### src/rtl/fll_pkg.sv
package fll_pkg;

  // Clamp a value into the legal period range.
  function automatic int unsigned clamp_period(input int unsigned val,
                                               input int unsigned lo,
                                               input int unsigned hi);
    if (val < lo) return lo;
    if (val > hi) return hi;
    return val;
  endfunction

  // One saturating step of the loop filter.
  function automatic int unsigned step_period(input int unsigned cur,
                                              input bit          go_up,
                                              input int unsigned lo,
                                              input int unsigned hi);
    if (go_up) return (cur >= hi) ? hi : cur + 1;
    return (cur <= lo) ? lo : cur - 1;
  endfunction

  // True when word lies within one count of centre.
  function automatic bit near_centre(input int unsigned word,
                                     input int unsigned centre);
    return (word + 1 >= centre) && (word <= centre + 1);
  endfunction

endpackage

### src/rtl/fll_ref_sync.sv
module fll_ref_sync #(
  parameter int STAGES = 2
) (
  input  logic clk,
  input  logic rst_n,
  input  logic ref_in,
  output logic ref_tick
);
  logic [STAGES-1:0] sync_q;
  logic              last_q;

  always_ff @(posedge clk) begin
    if (!rst_n) begin
      sync_q <= '0;
      last_q <= 1'b0;
    end else begin
      sync_q <= {sync_q[STAGES-2:0], ref_in};
      last_q <= sync_q[STAGES-1];
    end
  end

  assign ref_tick = sync_q[STAGES-1] & ~last_q;

  // a window boundary lasts one cycle
  a_r10_tick_single: assert property (@(posedge clk) disable iff (!rst_n)
    ref_tick |=> !ref_tick);
endmodule

### src/rtl/fll_edge_window.sv
module fll_edge_window (
  input  logic clk,
  input  logic rst_n,
  input  logic origin_in,
  input  logic ref_tick,
  output logic origin_rise,
  output logic pd_valid,
  output logic pd_up
);
  logic       origin_q;
  logic       armed_q;
  logic [1:0] edge_cnt;

  assign origin_rise = origin_in & ~origin_q;

  always_ff @(posedge clk) begin
    if (!rst_n) begin
      origin_q <= 1'b0;
      armed_q  <= 1'b0;
      edge_cnt <= 2'd0;
      pd_valid <= 1'b0;
      pd_up    <= 1'b0;
    end else begin
      origin_q <= origin_in;
      pd_valid <= 1'b0;
      if (ref_tick) begin
        armed_q  <= 1'b1;
        if (armed_q) begin
          pd_valid <= 1'b1;
          pd_up    <= (edge_cnt == 2'd2);
        end
        edge_cnt <= origin_rise ? 2'd1 : 2'd0;
      end else if (origin_rise && edge_cnt != 2'd2) begin
        edge_cnt <= edge_cnt + 2'd1;
      end
    end
  end

  // decisions only follow a window boundary
  a_r4_decision_after_tick: assert property (@(posedge clk) disable iff (!rst_n)
    pd_valid |-> $past(ref_tick));
  // a held level produces one rise
  a_r7_rise_single: assert property (@(posedge clk) disable iff (!rst_n)
    origin_rise |=> !origin_rise);
  // at most one decision per boundary
  a_r4_one_decision: assert property (@(posedge clk) disable iff (!rst_n)
    pd_valid |=> !pd_valid);
endmodule

### src/rtl/fll_period_ctr.sv
module fll_period_ctr #(
  parameter int PW         = 12,
  parameter int MIN_PERIOD = 8,
  parameter int MAX_PERIOD = 4000
) (
  input  logic          clk,
  input  logic          rst_n,
  input  logic [PW-1:0] init_period,
  input  logic          pd_valid,
  input  logic          pd_up,
  output logic [PW-1:0] period_word,
  output logic          step_done
);
  import fll_pkg::*;

  localparam logic [PW-1:0] LO = PW'(MIN_PERIOD);
  localparam logic [PW-1:0] HI = PW'(MAX_PERIOD);

  logic [PW-1:0] next_word;

  always_comb begin
    next_word = PW'(step_period(32'(period_word), pd_up,
                                MIN_PERIOD, MAX_PERIOD));
  end

  always_ff @(posedge clk) begin
    if (!rst_n) begin
      period_word <= PW'(clamp_period(32'(init_period), MIN_PERIOD, MAX_PERIOD));
      step_done   <= 1'b0;
    end else begin
      step_done <= pd_valid;
      if (pd_valid) period_word <= next_word;
    end
  end

  // word stays within the legal range
  a_r5_in_range: assert property (@(posedge clk) disable iff (!rst_n)
    (period_word >= LO) && (period_word <= HI));
  // no change without a decision
  a_r4_hold: assert property (@(posedge clk) disable iff (!rst_n)
    !pd_valid |=> $stable(period_word));
  // upward decisions step by one or sit at the ceiling
  a_r2_step_up: assert property (@(posedge clk) disable iff (!rst_n)
    (pd_valid && pd_up) |=>
      (period_word == $past(period_word) + 1'b1) || (period_word == HI));
  // downward decisions step by one or sit at the floor
  a_r3_step_down: assert property (@(posedge clk) disable iff (!rst_n)
    (pd_valid && !pd_up) |=>
      (period_word == $past(period_word) - 1'b1) || (period_word == LO));
endmodule

### src/rtl/fll_lock_detect.sv
module fll_lock_detect #(
  parameter int PW       = 12,
  parameter int LOCK_LEN = 16
) (
  input  logic          clk,
  input  logic          rst_n,
  input  logic [PW-1:0] centre_init,
  input  logic          step_done,
  input  logic [PW-1:0] period_word,
  output logic          in_band,
  output logic          locked
);
  import fll_pkg::*;

  localparam int CW = $clog2(LOCK_LEN + 1);
  localparam logic [CW-1:0] RUN_MAX = CW'(LOCK_LEN);

  logic [PW-1:0] centre_q;
  logic [CW-1:0] run_q;

  assign in_band = near_centre(32'(period_word), 32'(centre_q));

  always_ff @(posedge clk) begin
    if (!rst_n) begin
      centre_q <= centre_init;
      run_q    <= '0;
      locked   <= 1'b0;
    end else if (step_done) begin
      if (in_band) begin
        if (run_q != RUN_MAX) begin
          run_q <= run_q + 1'b1;
          locked <= (run_q + 1'b1 == RUN_MAX);
        end
      end else begin
        centre_q <= period_word;
        run_q    <= '0;
        locked   <= 1'b0;
      end
    end
  end

  // lock only rises right after an update
  a_r8_rise_on_update: assert property (@(posedge clk) disable iff (!rst_n)
    $rose(locked) |-> $past(step_done && in_band));
  // lock only falls after an out-of-band update
  a_r9_fall_on_leave: assert property (@(posedge clk) disable iff (!rst_n)
    $fell(locked) |-> $past(step_done && !in_band));
endmodule

### src/rtl/freq_lock_loop.sv
module freq_lock_loop #(
  parameter int PW         = 12,
  parameter int MIN_PERIOD = 8,
  parameter int MAX_PERIOD = 4000,
  parameter int LOCK_LEN   = 16,
  parameter int SYNC_STAGES = 2
) (
  input  logic          clk,
  input  logic          rst_n,
  input  logic          ref_clk_in,
  input  logic          origin_in,
  input  logic [PW-1:0] init_period,
  output logic [PW-1:0] period_word,
  output logic          locked
);
  import fll_pkg::*;

  logic          ref_tick;
  logic          origin_rise;
  logic          pd_valid;
  logic          pd_up;
  logic          step_done;
  logic          in_band;
  logic [PW-1:0] centre_init;

  assign centre_init = PW'(clamp_period(32'(init_period), MIN_PERIOD, MAX_PERIOD));

  fll_ref_sync #(.STAGES(SYNC_STAGES)) u_sync (
    .clk(clk), .rst_n(rst_n), .ref_in(ref_clk_in), .ref_tick(ref_tick));

  fll_edge_window u_window (
    .clk(clk), .rst_n(rst_n), .origin_in(origin_in), .ref_tick(ref_tick),
    .origin_rise(origin_rise), .pd_valid(pd_valid), .pd_up(pd_up));

  fll_period_ctr #(.PW(PW), .MIN_PERIOD(MIN_PERIOD), .MAX_PERIOD(MAX_PERIOD)) u_ctr (
    .clk(clk), .rst_n(rst_n), .init_period(init_period),
    .pd_valid(pd_valid), .pd_up(pd_up),
    .period_word(period_word), .step_done(step_done));

  fll_lock_detect #(.PW(PW), .LOCK_LEN(LOCK_LEN)) u_lock (
    .clk(clk), .rst_n(rst_n), .centre_init(centre_init),
    .step_done(step_done), .period_word(period_word),
    .in_band(in_band), .locked(locked));

  // a closed window updates the word two edges after its boundary
  a_r10_update_latency: assert property (@(posedge clk) disable iff (!rst_n)
    step_done |-> $past(ref_tick, 2));
endmodule

### config.mk
export PLATFORM = sky130hd
export DESIGN_NAME = freq_lock_loop
export DESIGN_NICKNAME = d
export VERILOG_FILES = /design/src/rtl/fll_pkg.sv /design/src/rtl/fll_ref_sync.sv /design/src/rtl/fll_edge_window.sv /design/src/rtl/fll_period_ctr.sv /design/src/rtl/fll_lock_detect.sv /design/src/rtl/freq_lock_loop.sv
export SDC_FILE = /design/constraint.sdc
export NUM_CORES = 1
export LEC_CHECK = 0
export ABC_CLOCK_PERIOD_IN_PS = 3300
export BUFFER_PORTS_ARGS = -buffer_cell sky130_fd_sc_hd__buf_4
export CORE_MARGIN = 2
export CORE_UTILIZATION = 25
export CTS_CLUSTER_DIAMETER = 60
export DETAILED_ROUTE_END_ITERATION = 16
export GPL_TIMING_DRIVEN = 0
export PLACE_DENSITY = 0.39
export SLEW_MARGIN = 15
export SYNTH_ARGS = -nofsm -noshare
export SYNTH_HDL_FRONTEND = slang
export SYNTH_SLANG_ARGS = --single-unit
### constraint.sdc
create_clock -name clk -period 3.3 [get_ports clk]
set_clock_uncertainty 0.05 [all_clocks]
set_input_delay 0.165 -clock clk [delete_from_list [all_inputs] [get_ports clk]]
set_output_delay 0.165 -clock clk [all_outputs]
set_load 0.05 [all_outputs]
==> metrics.log, run 1 <==
INFO  metric clk-insertion-delay-late = 0.28 ns
INFO  metric crit_arrival = 3.08 ns
INFO  metric outcome = completed
INFO  metric finalSetupViolations = 0
INFO  metric post_synthesis_net_count = 411
INFO  metric power_density = 405 mW/mm^2
INFO  metric endpoint_kind = flip-flop
INFO  metric clkSlewWorstSetupHoldPaths = 0.07 ns
INFO  metric ys_warn_count = 0
INFO  metric top_layer_used = met4
INFO  metric worst_ir_drop_vdd = 0.249 mV
INFO  metric final_min_period_over_clock_period = 93.6%
INFO  metric post_synth_main_area_contributors = sky130_fd_sc_hd__edfxtp_1 (23%), sky130_fd_sc_hd__ha_1 (12%), sky130_fd_sc_hd__dfxtp_1 (10%)
INFO  metric first_global_vias = 2890
INFO  metric dpl.hpwl = 7140 um
INFO  metric core_region_area = 0.0125 mm^2
INFO  metric fmax = 324 MHz
INFO  metric synthesis.area = 0.00316 mm^2
INFO  metric wire_length_of_the_first_global_routing_pass = 15000 um
INFO  metric grt_antenna_before_repair = 0
INFO  metric final_nets = 458
INFO  metric fill_cells = 1361
INFO  metric final_util = 31.5%
INFO  metric worst-slew-pin-transition = 1.00 ns
INFO  metric p_leak = 1.55 nW
INFO  metric finalMaxSlewViolations = 0
INFO  metric detailroute.via_count = 2730
INFO  metric chipHeight = 116 um
INFO  metric synthDominantAreaCellType = sky130_fd_sc_hd__edfxtp_1
INFO  metric drtIter0Drc = 94
INFO  metric edff_count_synth = 24
INFO  metric detailroute.wirelength.met3 = 241 um
INFO  metric slowest_stage = sky130_fd_sc_hd__edfxtp_1
INFO  metric gp_congestion = 0.783
INFO  metric numPortBuffers = 28
INFO  metric criticalPathCategory = reg2reg
INFO  metric global_route.usage.total = 14.3%
INFO  metric post_layout_nonfiller_instances = 584
INFO  metric area_delta_synth_final = 24.3%
INFO  metric floorplan.die_area = 0.0135 mm^2
INFO  metric cts_buffers = 5
INFO  metric timing_hold_violations_final = 0
INFO  metric synth_cells = 364
INFO  metric synth_top_flop_cell = sky130_fd_sc_hd__edfxtp_1
INFO  metric synth.yosys.seq_area_share = 33.0%
INFO  metric design.portCount = 29
INFO  metric detailedRoute.firstPassIterationCount = 4
INFO  metric drt-wirelength-per-cell = 15.8 um
INFO  metric post_synthesis_share_of_cell_area_spent_on_and_or_nand_and_nor_gates = 23.4%
INFO  metric max-slew-margin-rel = 32.4%
INFO  metric cts_max_path_buffers = 2
INFO  metric synth_top_cell_area_share = 22.8%
INFO  metric synth_compound_area_share = 16.0%
INFO  metric final.min_clock_period = 3.09 ns
INFO  metric antennaDiodeCount = 0
INFO  metric timing.critical_path.from_type = flip-flop
INFO  metric synth.cells.most_frequent = sky130_fd_sc_hd__nand2_1 (36), sky130_fd_sc_hd__ha_1 (31), sky130_fd_sc_hd__inv_1 (26), sky130_fd_sc_hd__edfxtp_1 (24), sky130_fd_sc_hd__nor2_1 (21)
INFO  metric max_stage_delay = 0.39 ns
INFO  metric grt.overflow.total = 0
INFO  metric timing.max_cap.violations = 0
INFO  metric grt_max_degree = 14
INFO  metric chipWidth = 116 um
INFO  metric synth_most_common_cell = sky130_fd_sc_hd__nand2_1
INFO  metric clock-sinks = 40
INFO  metric hold_class = in2reg
INFO  metric clock_tree_from_tritoncts = built
INFO  metric timing.critical_path.fanout_max = 6
INFO  metric vias_per_cell = 4.67
INFO  metric synth_adder_area_share = 12.3%
INFO  metric average_footprint_of_a_synthesized_cell = 8.68 um^2
INFO  metric grt_setup_unrepaired = false
INFO  metric yosys-mux-area-fraction = 2.14%
INFO  metric drc_errors = 0
INFO  metric ctsRootBufferMaster = sky130_fd_sc_hd__clkbuf_16
INFO  metric htreeDepth = 2
INFO  metric met2RoutedLength = 4420 um
INFO  metric initial_core_util = 25.3%
INFO  metric yosys_register_bits = 40
INFO  metric row_count = 41
INFO  metric cp_cell_sequence = inv_2 -> nor4_4 -> nand4_1 -> nor3_2 -> xnor2_1 -> ha_1 -> a211o_1 -> a21oi_2 -> o211ai_1 -> o21ai_4 -> nand2_4 -> a21o_4
INFO  metric placedCellCount = 564
INFO  metric synth_unique_cells = 51
INFO  metric wirelength = 9220 um
INFO  metric synthXorXnorAreaFrac = 7.49%
INFO  metric post_route_cells_drive_above_1_share = 19.2%
INFO  metric synth-async-reset-ratio = 0%
INFO  metric dominant_combinational_cell_family_by_area_after_synthesis = simple AND/OR/NAND/NOR gates
INFO  metric worst-endpoint-required = 3.29 ns
INFO  metric wirelength_met1 = 4520 um
INFO  metric drt.antenna.violating_nets = 0
## report_power, final
group | switching (mW) | internal, mW | total (mW)
combinational | 0.257 | 0.173 | 0.430
sequential | 0.0339 | 0.567 | 0.600
clock | 0.205 | 0.356 | 0.561
total | 0.496 | 1.10 | 1.59
## cell families (layout without fill, tap and decap cells)
family / after synthesis / in the layout
AO/OA/AOI/OAI: 78 / 79
XOR/XNOR: 27 / 27
adder cells (fa/ha/maj): 31 / 31
buffers and inverters: 43 / 90
flip-flops: 40 / 40
multiplexers: 6 / 6
AND/OR/NAND/NOR: 139 / 139
## state kept, by name, summed over array words and instances, names as in the netlist, 2 cells and up
signal	count
u_ctr.period_word	12
u_window.edge_cnt	2
u_lock.centre_q	12
u_sync.sync_q	2
u_lock.run_q	5
## metrics by stage
| step | hold slack [ns] | area (um^2) | total power, mW | TNS (ns) | setup WS [ns] |
|---|---|---|---|---|---|
| detailed placement | 0.327 | 3580 | 0.998 | -9.46 | -0.681 |
| global route | 0.0433 | 3930 | 1.68 | 0 | 0.00815 |
| CTS | 0.0364 | 3820 | 1.58 | 0 | 0.00996 |
| global placement | 0.328 | 3580 | 0.994 | -9.48 | -0.683 |
| floorplan | 0.242 | 3160 | 0.872 | 0 | 0.0115 |
| finish | 0.0398 | 3930 | 1.59 | 0 | 0.212 |
## layout make-up
cell class	count	area, um^2	area share [%]
timing repair buffer	39	297	7.55
buffer	17	86.3	2.20
multi-input combinational	282	2020	51.5
inverter	26	97.6	2.49
clock inverter	3	42.5	1.08
clock buffer	5	125	3.19
sequential	40	1040	26.5
tap	172	215	5.48
## timing repair
action	in CTS	in global routing
setup endpoints to repair	18	16
hold buffers	0	0
resized for setup	6	15
cloned	0	1
setup buffers	4	7
pin swaps	4	3
## worst paths after layout
path	slack, ns	end	from	cells past startpoint
worst max-delay path	0.21	u_lock.centre_q[7]$_DFFE_PP_	u_lock.centre_q[3]$_DFFE_PP_	12
worst min-delay path	0.04	u_sync.sync_q[0]$_SDFF_PN0_	ref_clk_in	2
worst max register to register	0.21	u_lock.centre_q[7]$_DFFE_PP_	u_lock.centre_q[3]$_DFFE_PP_	12
worst min register to register	0.39	u_sync.sync_q[1]$_SDFF_PN0_	u_sync.sync_q[0]$_SDFF_PN0_	1
## per-layer routing
metal  vias up  global-route usage, %
met5         -                      0
met4         0                   2.62
met3         4                   1.92
met2        30                   24.8
met1      1280                   19.1
li1       1416                      -
## cells in the final DEF, fill, tap and decap left out, types with 3 or more instances in the layout
master / instances
sky130_fd_sc_hd__a21oi_1: 18
sky130_fd_sc_hd__and2_1: 7
sky130_fd_sc_hd__and3_1: 5
sky130_fd_sc_hd__buf_2: 4
sky130_fd_sc_hd__buf_4: 39
sky130_fd_sc_hd__clkbuf_1: 8
sky130_fd_sc_hd__clkbuf_16: 5
sky130_fd_sc_hd__dfxtp_1: 16
sky130_fd_sc_hd__edfxtp_1: 24
sky130_fd_sc_hd__ha_1: 31
sky130_fd_sc_hd__inv_1: 25
sky130_fd_sc_hd__mux2_2: 6
sky130_fd_sc_hd__nand2_1: 35
sky130_fd_sc_hd__nand2b_1: 5
sky130_fd_sc_hd__nand3_1: 11
sky130_fd_sc_hd__nand4_1: 13
sky130_fd_sc_hd__nor2_1: 20
sky130_fd_sc_hd__nor2b_1: 6
sky130_fd_sc_hd__nor3_1: 12
sky130_fd_sc_hd__nor4b_1: 3
sky130_fd_sc_hd__o211ai_1: 12
sky130_fd_sc_hd__o21a_1: 7
sky130_fd_sc_hd__o21ai_0: 16
sky130_fd_sc_hd__o31ai_1: 4
sky130_fd_sc_hd__xnor2_1: 20
sky130_fd_sc_hd__xor2_1: 7
## critical path: cells and delay by family (launching register included)
family                     cells  cell delay (ns)
buffers and inverters          1             0.08
xor gates and xnor gates       1             0.14
AOI/OAI and AO/OA              5             1.14
adders and majority gates      1             0.27
and+or+nand+nor                4             0.76
DFF                            1             0.39
Power figures use the tool's default switching activity.
==> inputs of run 2 (changes only) <==
CORE_ASPECT_RATIO = 0.7   (was not set)
==> metrics.log, run 2 (synthesized netlist as in run 1, its figures left out) <==
INFO  metric crit_path_start = u_lock.centre_q[5]$_DFFE_PP_
INFO  metric fin_setup_tns = 0 ns (unchanged)
INFO  metric clkSlewWorstSetupHoldPaths = 0.07 ns (about the same)
INFO  metric grt_antenna_before_repair = 0 (unchanged)
INFO  metric criticalPathCategory = reg2reg
INFO  metric total_power = 1.60 mW (+0.58%)
INFO  metric design.portCount = 29 (unchanged)
INFO  metric drt-wirelength-per-cell = 17.3 um (+9.9%)
INFO  metric p_leak = 1.59 nW (+2.8%)
INFO  metric area_delta_synth_final = 26.0%
INFO  metric detailedRoute.firstPassIterationCount = 4 (unchanged)
INFO  metric worst_r2r_startpoint = u_lock.centre_q[5]$_DFFE_PP_
INFO  metric final_cell_mix = sky130_fd_sc_hd__buf_4 (52), sky130_fd_sc_hd__nand2_1 (35), sky130_fd_sc_hd__ha_1 (30)
INFO  metric chipWidth = 138 um (+19%)
INFO  metric numPortBuffers = 28 (unchanged)
INFO  metric grt_setup_unrepaired = false
INFO  metric drc_errors = 0 (unchanged)
INFO  metric initial_core_util = 25.5% (+0.18 points)
INFO  metric crit_arrival = 3.13 ns (+0.05 ns)
INFO  metric placedCellCount = 554 (-1.8%)
INFO  metric worst_ir_drop_vdd = 0.191 mV (-23%)
INFO  metric postPlaceCellArea = 0.00357 mm^2 (-0.35%)
INFO  metric antennaDiodeCount = 0 (unchanged)
INFO  metric setup_slack = 0.162 ns (-0.0493 ns)
INFO  metric final_min_period_over_clock_period = 95.1% (+1.5 points)
INFO  metric core_region_area = 0.0124 mm^2 (-0.69%)
INFO  metric vias_per_cell = 4.91 (+5.0%)
INFO  metric worst-slew-pin-transition = 0.943 ns (-0.0576 ns)
INFO  metric design_area = 0.00398 mm^2 (+1.4%)
INFO  metric place_worst_setup_slack = -0.741 ns (-0.0601 ns)
INFO  metric ctsRootBufferMaster = sky130_fd_sc_hd__clkbuf_16
INFO  metric worst_hold_startpoint = ref_clk_in
INFO  metric clk-insertion-delay-late = 0.29 ns (about the same)
INFO  metric final_nets = 468 (+2.2%)
INFO  metric clock_tree_from_tritoncts = built
INFO  metric clock-sinks = 40 (unchanged)
INFO  metric wire_length_of_the_first_global_routing_pass = 15800 um (+5.7%)
INFO  metric fmax = 319 MHz (-1.6%)
INFO  metric chipHeight = 98.0 um (-16%)
INFO  metric htreeDepth = 2 (unchanged)
INFO  metric first_global_vias = 2632 (-8.9%)
INFO  metric post_layout_nonfiller_instances = 584 (unchanged)
INFO  metric drtIter0Drc = 121 (+29%)
INFO  metric final_common_cell = sky130_fd_sc_hd__buf_4
INFO  metric detailroute.via_count = 2866 (+5.0%)
INFO  metric endpoint_kind = flip-flop
INFO  metric fill_cells = 1306 (-4.0%)
INFO  metric cts_max_path_buffers = 2 (unchanged)
INFO  metric timing_hold_violations_final = 0 (unchanged)
INFO  metric final_util = 32.1% (+0.65 points)
INFO  metric floorplan.die_area = 0.0136 mm^2 (+0.11%)
INFO  metric timing.critical_path.fanout_max = 6 (unchanged)
INFO  metric hold_buffers = 0 (unchanged)
INFO  metric worst-endpoint-required = 3.29 ns (about the same)
INFO  metric fin_worst_hold_slack = 0.0388 ns (-0.000970 ns)
INFO  metric hold_class = in2reg
INFO  metric finalMaxSlewViolations = 0 (unchanged)
INFO  metric cts_buffers = 5 (unchanged)
INFO  metric dpl.hpwl = 7620 um (+6.7%)
INFO  metric grt_max_degree = 15 (+1)
INFO  metric wirelength = 10100 um (+9.9%)
INFO  metric timing.max_cap.violations = 0 (unchanged)
INFO  metric largest_registers = u_ctr.period_word (12), u_lock.centre_q (12), u_lock.run_q (5)
INFO  metric finalSetupViolations = 0 (unchanged)
INFO  metric power_density = 402 mW/mm^2 (-0.78%)
INFO  metric grt.overflow.total = 0 (unchanged)
INFO  metric post_route_cells_drive_above_1_share = 21.6% (+2.4 points)
INFO  metric global_route.usage.total = 14.9% (+0.60 points)
INFO  metric timing.critical_path.from_type = flip-flop
INFO  metric drt.antenna.violating_nets = 0 (unchanged)
INFO  metric outcome = completed
INFO  metric final.min_clock_period = 3.14 ns (+0.0493 ns)
INFO  metric max-slew-margin-rel = 36.3% (+3.9 points)
INFO  metric row_count = 34 (-17%)
INFO  metric gp_congestion = 0.834 (+6.5%)
==> run 2: repair_timing <==
action                     in CTS  in global routing
resized for setup               7                 10
buffers inserted                7                 15
setup endpoints to repair      18                 18
cloned                          0                  1
pin swaps                       4                  6
==> run 2: per-layer routing <==
layer | GRT usage [%] | wire (um) | share of wire [%] | vias up
met3 | 1.86 | 576 | 5.7 | 9
li1 | - | - | - | 1437
met4 | 2.59 | 76 | 0.75 | 0
met2 | 19.4 | 3830 | 38 | 62
met1 | 25.3 | 5640 | 56 | 1358
met5 | 0 | 0 | 0 | -
==> run 2: area by class of cell <==
| type | instances | area, um^2 | area share, % |
|---|---|---|---|
| Clock buffer | 6 | 150 | 3.77 |
| Tap cell | 162 | 203 | 5.09 |
| Timing Repair Buffer | 50 | 375 | 9.43 |
| Buffer | 16 | 81.3 | 2.04 |
| Sequential cell | 40 | 1040 | 26.2 |
| Clock inverter | 2 | 17.5 | 0.440 |
| Multi-Input combinational cell | 282 | 2010 | 50.6 |
| Inverter | 26 | 97.6 | 2.45 |
==> run 2: where the power goes <==
| group | internal [mW] | switching [mW] |
|---|---|---|
| Clock | 0.329 | 0.219 |
| Combinational | 0.184 | 0.271 |
| Sequential | 0.566 | 0.0314 |
| Total | 1.08 | 0.521 |
==> run 2: worst paths after layout <==
kind / end / depth (start not counted) / slack [ns]
min reg2reg: u_sync.sync_q[1]$_SDFF_PN0_ / 1 / 0.38
max reg2reg: u_lock.centre_q[10]$_DFFE_PP_ / 12 / 0.16
max: u_lock.centre_q[10]$_DFFE_PP_ / 12 / 0.16
min: u_sync.sync_q[0]$_SDFF_PN0_ / 2 / 0.04
==> run 2: worst max-delay path, cell delays in order, from the launching register on <==
cell	delay, ns
sky130_fd_sc_hd__edfxtp_1	0.41
sky130_fd_sc_hd__inv_1	0.10
sky130_fd_sc_hd__nor4_2	0.25
sky130_fd_sc_hd__nand4_1	0.18
sky130_fd_sc_hd__nor3_2	0.16
sky130_fd_sc_hd__xnor2_1	0.15
sky130_fd_sc_hd__ha_1	0.28
sky130_fd_sc_hd__a211o_1	0.31
sky130_fd_sc_hd__a21oi_1	0.15
sky130_fd_sc_hd__o211ai_1	0.16
sky130_fd_sc_hd__o21ai_4	0.25
sky130_fd_sc_hd__nand2_2	0.15
sky130_fd_sc_hd__a21o_4	0.29
